===== config.mk =====
export PLATFORM = sky130hd
export DESIGN_NAME = poll_txn_ctrl
export DESIGN_NICKNAME = d
export VERILOG_FILES = /design/src/rtl/poll_txn_ctrl.sv
export SDC_FILE = /design/constraint.sdc
export NUM_CORES = 1
export LEC_CHECK = 0
export BUFFER_PORTS_ARGS = -buffer_cell sky130_fd_sc_hd__buf_2
export CAP_MARGIN = 40
export CORE_UTILIZATION = 50
export DETAILED_ROUTE_END_ITERATION = 7
export HOLD_SLACK_MARGIN = 0.1
export PLACE_DENSITY = 0.71
export REMOVE_ABC_BUFFERS = 1
export SLEW_MARGIN = 30
export SYNTH_ARGS = -nofsm -noshare
export SYNTH_HDL_FRONTEND = slang
export SYNTH_SLANG_ARGS = --single-unit
export TNS_END_PERCENT = 1

===== constraint.sdc =====
create_clock -name clk -period 2.37 [get_ports clk]
set_input_delay 0.474 -clock clk [delete_from_list [all_inputs] [get_ports clk]]
set_output_delay 0.474 -clock clk [all_outputs]
set_load 0.01 [all_outputs]

===== src/rtl/poll_txn_ctrl.sv =====
module poll_txn_ctrl #(
  parameter int WINDOW_CYC = 640,
  parameter int GUARD_CYC  = 34000,
  parameter int ADDR_W     = 3,
  parameter int CMD_W      = 8
) (
  input  logic              clk,
  input  logic              rst_n,
  input  logic              req_valid,
  input  logic [ADDR_W-1:0] req_addr,
  input  logic [CMD_W-1:0]  req_cmd,
  output logic              req_ready,
  output logic              tx_start,
  output logic [ADDR_W-1:0] tx_addr,
  output logic [CMD_W-1:0]  tx_cmd,
  output logic              tx_active,
  input  logic              tx_done,
  output logic              rx_enable,
  input  logic              rx_start_det,
  input  logic              rx_eom,
  input  logic              rx_parity_err,
  input  logic              rx_frame_err,
  output logic              rsp_valid,
  output logic [2:0]        rsp_status
);
  localparam int CNT_MAX = (GUARD_CYC > WINDOW_CYC) ? GUARD_CYC : WINDOW_CYC;
  localparam int CNT_W   = $clog2(CNT_MAX + 1);
  localparam logic [CNT_W-1:0]  WIN_LAST   = CNT_W'(WINDOW_CYC - 1);
  localparam logic [CNT_W-1:0]  GUARD_LAST = CNT_W'(GUARD_CYC - 1);
  localparam logic [ADDR_W-1:0] EOT_ADDR   = '1;

  localparam logic [2:0] ST_OK      = 3'd0;
  localparam logic [2:0] ST_TIMEOUT = 3'd1;
  localparam logic [2:0] ST_PARITY  = 3'd2;
  localparam logic [2:0] ST_FRAMING = 3'd3;
  localparam logic [2:0] ST_BADADDR = 3'd4;
  localparam logic [2:0] ST_OVERRUN = 3'd5;

  typedef enum logic [2:0] {IDLE, SEND, WAIT_RESP, RECEIVE, REPORT} state_t;

  state_t            state;
  logic [CNT_W-1:0]  cnt;
  logic [2:0]        status_q;
  logic [ADDR_W-1:0] addr_q;
  logic [CMD_W-1:0]  cmd_q;

  always_ff @(posedge clk) begin
    if (!rst_n) begin
      state    <= IDLE;
      cnt      <= '0;
      status_q <= ST_OK;
      addr_q   <= '0;
      cmd_q    <= '0;
      tx_start <= 1'b0;
    end else begin
      tx_start <= 1'b0;
      case (state)
        IDLE: if (req_valid) begin
          if (req_addr == EOT_ADDR) begin
            status_q <= ST_BADADDR;
            state    <= REPORT;
          end else begin
            addr_q   <= req_addr;
            cmd_q    <= req_cmd;
            tx_start <= 1'b1;
            state    <= SEND;
          end
        end
        SEND: if (tx_done) begin
          cnt   <= '0;
          state <= WAIT_RESP;
        end
        WAIT_RESP: begin
          if (rx_start_det) begin
            cnt   <= '0;
            state <= RECEIVE;
          end else if (cnt == WIN_LAST) begin
            status_q <= ST_TIMEOUT;
            state    <= REPORT;
          end else begin
            cnt <= cnt + 1'b1;
          end
        end
        RECEIVE: begin
          if (rx_frame_err) begin
            status_q <= ST_FRAMING;
            state    <= REPORT;
          end else if (rx_parity_err) begin
            status_q <= ST_PARITY;
            state    <= REPORT;
          end else if (rx_eom) begin
            status_q <= ST_OK;
            state    <= REPORT;
          end else if (cnt == GUARD_LAST) begin
            status_q <= ST_OVERRUN;
            state    <= REPORT;
          end else begin
            cnt <= cnt + 1'b1;
          end
        end
        REPORT:  state <= IDLE;
        default: state <= IDLE;
      endcase
    end
  end

  assign req_ready  = (state == IDLE);
  assign tx_active  = (state == SEND);
  assign rx_enable  = (state == WAIT_RESP) || (state == RECEIVE);
  assign rsp_valid  = (state == REPORT);
  assign rsp_status = status_q;
  assign tx_addr    = addr_q;
  assign tx_cmd     = cmd_q;
endmodule


==> flow_summary.toml <==
[detailed_routing]
wl_met3_um = 188
finalWirelength_mm = 3.86
route.met2.wl_mm = 1.86
drtIter0Drc = 91
wire_per_inst_um = 13.4
top_layer_used = "met4"
ant_nets = 0
drcViolationCount = 0
vias = 1665
drtPass1Iterations = 4
met1_length_mm = 1.77
viasPerCell = 5.76

[synthesis]
syn_area_um2 = 1680
synth_ff_type = "dfxtp_1"
synthCells = 202
ys_seq_area_share_pct = 40.6
avgSynthCellArea_um2 = 8.29
synth_warnings = 0
synth-edff-count = 0
async_flop_share_pct = 0
synth_seq_cells = 34
yosysUniqueCellTypes = 38

[critical_path]
r2r_cells = 6
cp_max_fo = 9
crit_path_start_kind = "flop"
end_kind = "flop"
path_class = "flop to flop"
crit_arrival_ns = 2.50
worst_r2r_endpoint = "rsp_status[0]"
cp_data_required_time_ns = 2.64
r2r-start = "cnt[11]"
r2r_slack_ns = 0.15

[timing]
final.period_utilization_pct = 93.8
max_freq_mhz = 450
clock_skew_ns = 0.00742
worst_pin_slew_ns = 0.698
slew_violations = 0
period_needed_ns = 2.22
setup_viol = 0
hold_violations = 0
rsz0062_at_grt = "no"
relSlewSlack_pct = 53.3

[clock_network]
post_cts_buffers = 0
cts_tree = "built"
root_buffer = "clkbuf_4"
cts_resized = 0
clk_latency_ns = 0.33
cts.hold.buffers_added = 0
htreeDepth = 2
clk_pin_slew_ns = 0.11
cts_sinks = 34
cts_made_buffers = 5
clock_path_buffers = 2

[worst_hold_path]
holdPathStages = 3
min_from = "req_cmd[5]"
min_to = "tx_cmd[5]"
hp-class = "input pin to flop"

[grt]
antenna_found_initial = 0
first_global_vias = 1448
track_usage_pct = 22.8
grt_max_degree = 19
grt_overflow = 0
grt_pass1_wl_mm = 6.14

[final_layout]
fin_util_pct = 64.0
multiInputGateArea_um2 = 937
drive_above_1_share_pct = 24.1
nNetsFinal = 264
fin_area_um2 = 2000
register_area_um2 = 681
final_cells = 289
fillCellCount = 280
areaGrowthSynthToFinish_pct = 19.4
insertedDiodeCount = 0

[power]
peakVddDrop_v = 0.000481
power.switching_mw = 0.570
p_int_mw = 0.995
p_per_area_nw_per_um2 = 782
p_clk_share_pct = 21.9
p_sw_share_pct = 36.4
seqPwrFrac_pct = 44.0
pwr-share-comb_pct = 34.2
p_leak_nw = 0.852

[outcome]
status = "completed"

[place]
placedCellCount = 281
place_area_um2 = 1930
gp_congestion = 0.847
port_buffers = 37
dp_hpwl_mm = 2.84

[floorplanning]
rows = 20
core_area_um2 = 3130
die_x_um = 59.9
initial_utilization_pct = 53.6
die_h_um = 59.9
die_area_um2 = 3590
pin_count = 38

[flow_run]
cap_violations = 0
flip-flops by register name, summed over array words and instances, names as in the netlist:
signal,count
cnt,16
rsp_status,3
state,3
tx_addr,3
tx_cmd,8
tx_start,1
synthesized netlist by cell type, drive strengths merged (4+ instances only):
master  number  area [µm²]
nor2        33         124
o31ai        6        45.0
nor4         5        52.6
o21ai        8        40.0
nand3       10        50.1
inv          4        15.0
clkbuf       6        22.5
mux2i       15         150
dfxtp       34         681
nand2       17        63.8
and3         5        31.3
nor3         7        35.0
a21oi        9        45.0
o211ai      10        75.1
buf          4        25.0
power groups by stage:
stage               logic, mW  clock network, mW  registers, mW
floorplan               0.329                  0          0.716
global placement        0.521                  0          0.697
detailed placement      0.532                  0          0.701
CTS                     0.534              0.350          0.687
global route            0.588              0.382          0.698
finish                  0.534              0.342          0.688
layout by cell type (no fill, tap or decap), drive strengths merged, types with 4 or more instances in the layout:
cell type | synthesis | final
a21oi | 9 | 9
and3 | 5 | 5
buf | 4 | 45
clkbuf | 6 | 6
dfxtp | 34 | 34
inv | 4 | 4
mux2i | 15 | 15
nand2 | 17 | 17
nand3 | 10 | 10
nor2 | 33 | 33
nor3 | 7 | 7
nor4 | 5 | 5
o211ai | 10 | 10
o21ai | 8 | 8
o31ai | 6 | 6
stage by stage:
step / hold slack, ns / setup WS [ns] / power, mW / TNS [ns]
after floorplan: 0.458 / 0.299 / 1.04 / 0
after global placement: 0.443 / 0.171 / 1.22 / 0
after detailed placement: 0.444 / -0.0251 / 1.23 / -0.0251
after CTS: 0.365 / 0.0223 / 1.57 / 0
after global routing: 0.352 / 0.0135 / 1.67 / 0
final: 0.369 / 0.147 / 1.56 / 0
final cells by class:
cell class / count / area share (%)
clock buffer: 6 / 2.56
clock inverter: 2 / 0.625
multi-input combinational: 153 / 46.8
inverter: 5 / 0.938
tap: 44 / 2.75
sequential: 34 / 34.0
timing repair buffer: 45 / 12.3
worst max-delay path, cell delays in order, from the launching register on:
cell and delay (ns):
dfxtp_1 0.38, or4_4 0.56, nor4_2 0.21, a21oi_1 0.13, and3_2 0.28, nor4_4 0.38
mux2i_1 0.21
kinds of logic after synthesis:
group	count (synthesis)	share of synthesized area, %
compound gates	44	17.7
fa+ha+maj	1	0.747
buf+inv	15	3.96
flops	34	40.6
mux	15	8.96
simple gates	93	28.0
worst max path at each step:
| stage | from | to | cells past startpoint |
|---|---|---|---|
| 3_5_place_dp | rx_frame_err | cnt[14] | 7 |
| 6_report | cnt[11] | rsp_status[0] | 6 |
| 2_1_floorplan | cnt[11] | rsp_status[0] | 6 |
| 4_1_cts | cnt[1] | cnt[14] | 7 |
| 3_3_place_gp | rx_frame_err | cnt[14] | 7 |
| 5_1_grt | cnt[11] | rsp_status[2] | 6 |
per-layer routing:
| metal | global-route usage (%) | vias up |
|---|---|---|
| li1 | - | 823 |
| met1 | 28.8 | 788 |
| met2 | 37.0 | 49 |
| met3 | 6.93 | 5 |
| met4 | 7.64 | 0 |
| met5 | 0 | - |
Note: power is estimated with default switching activity, not from simulation.
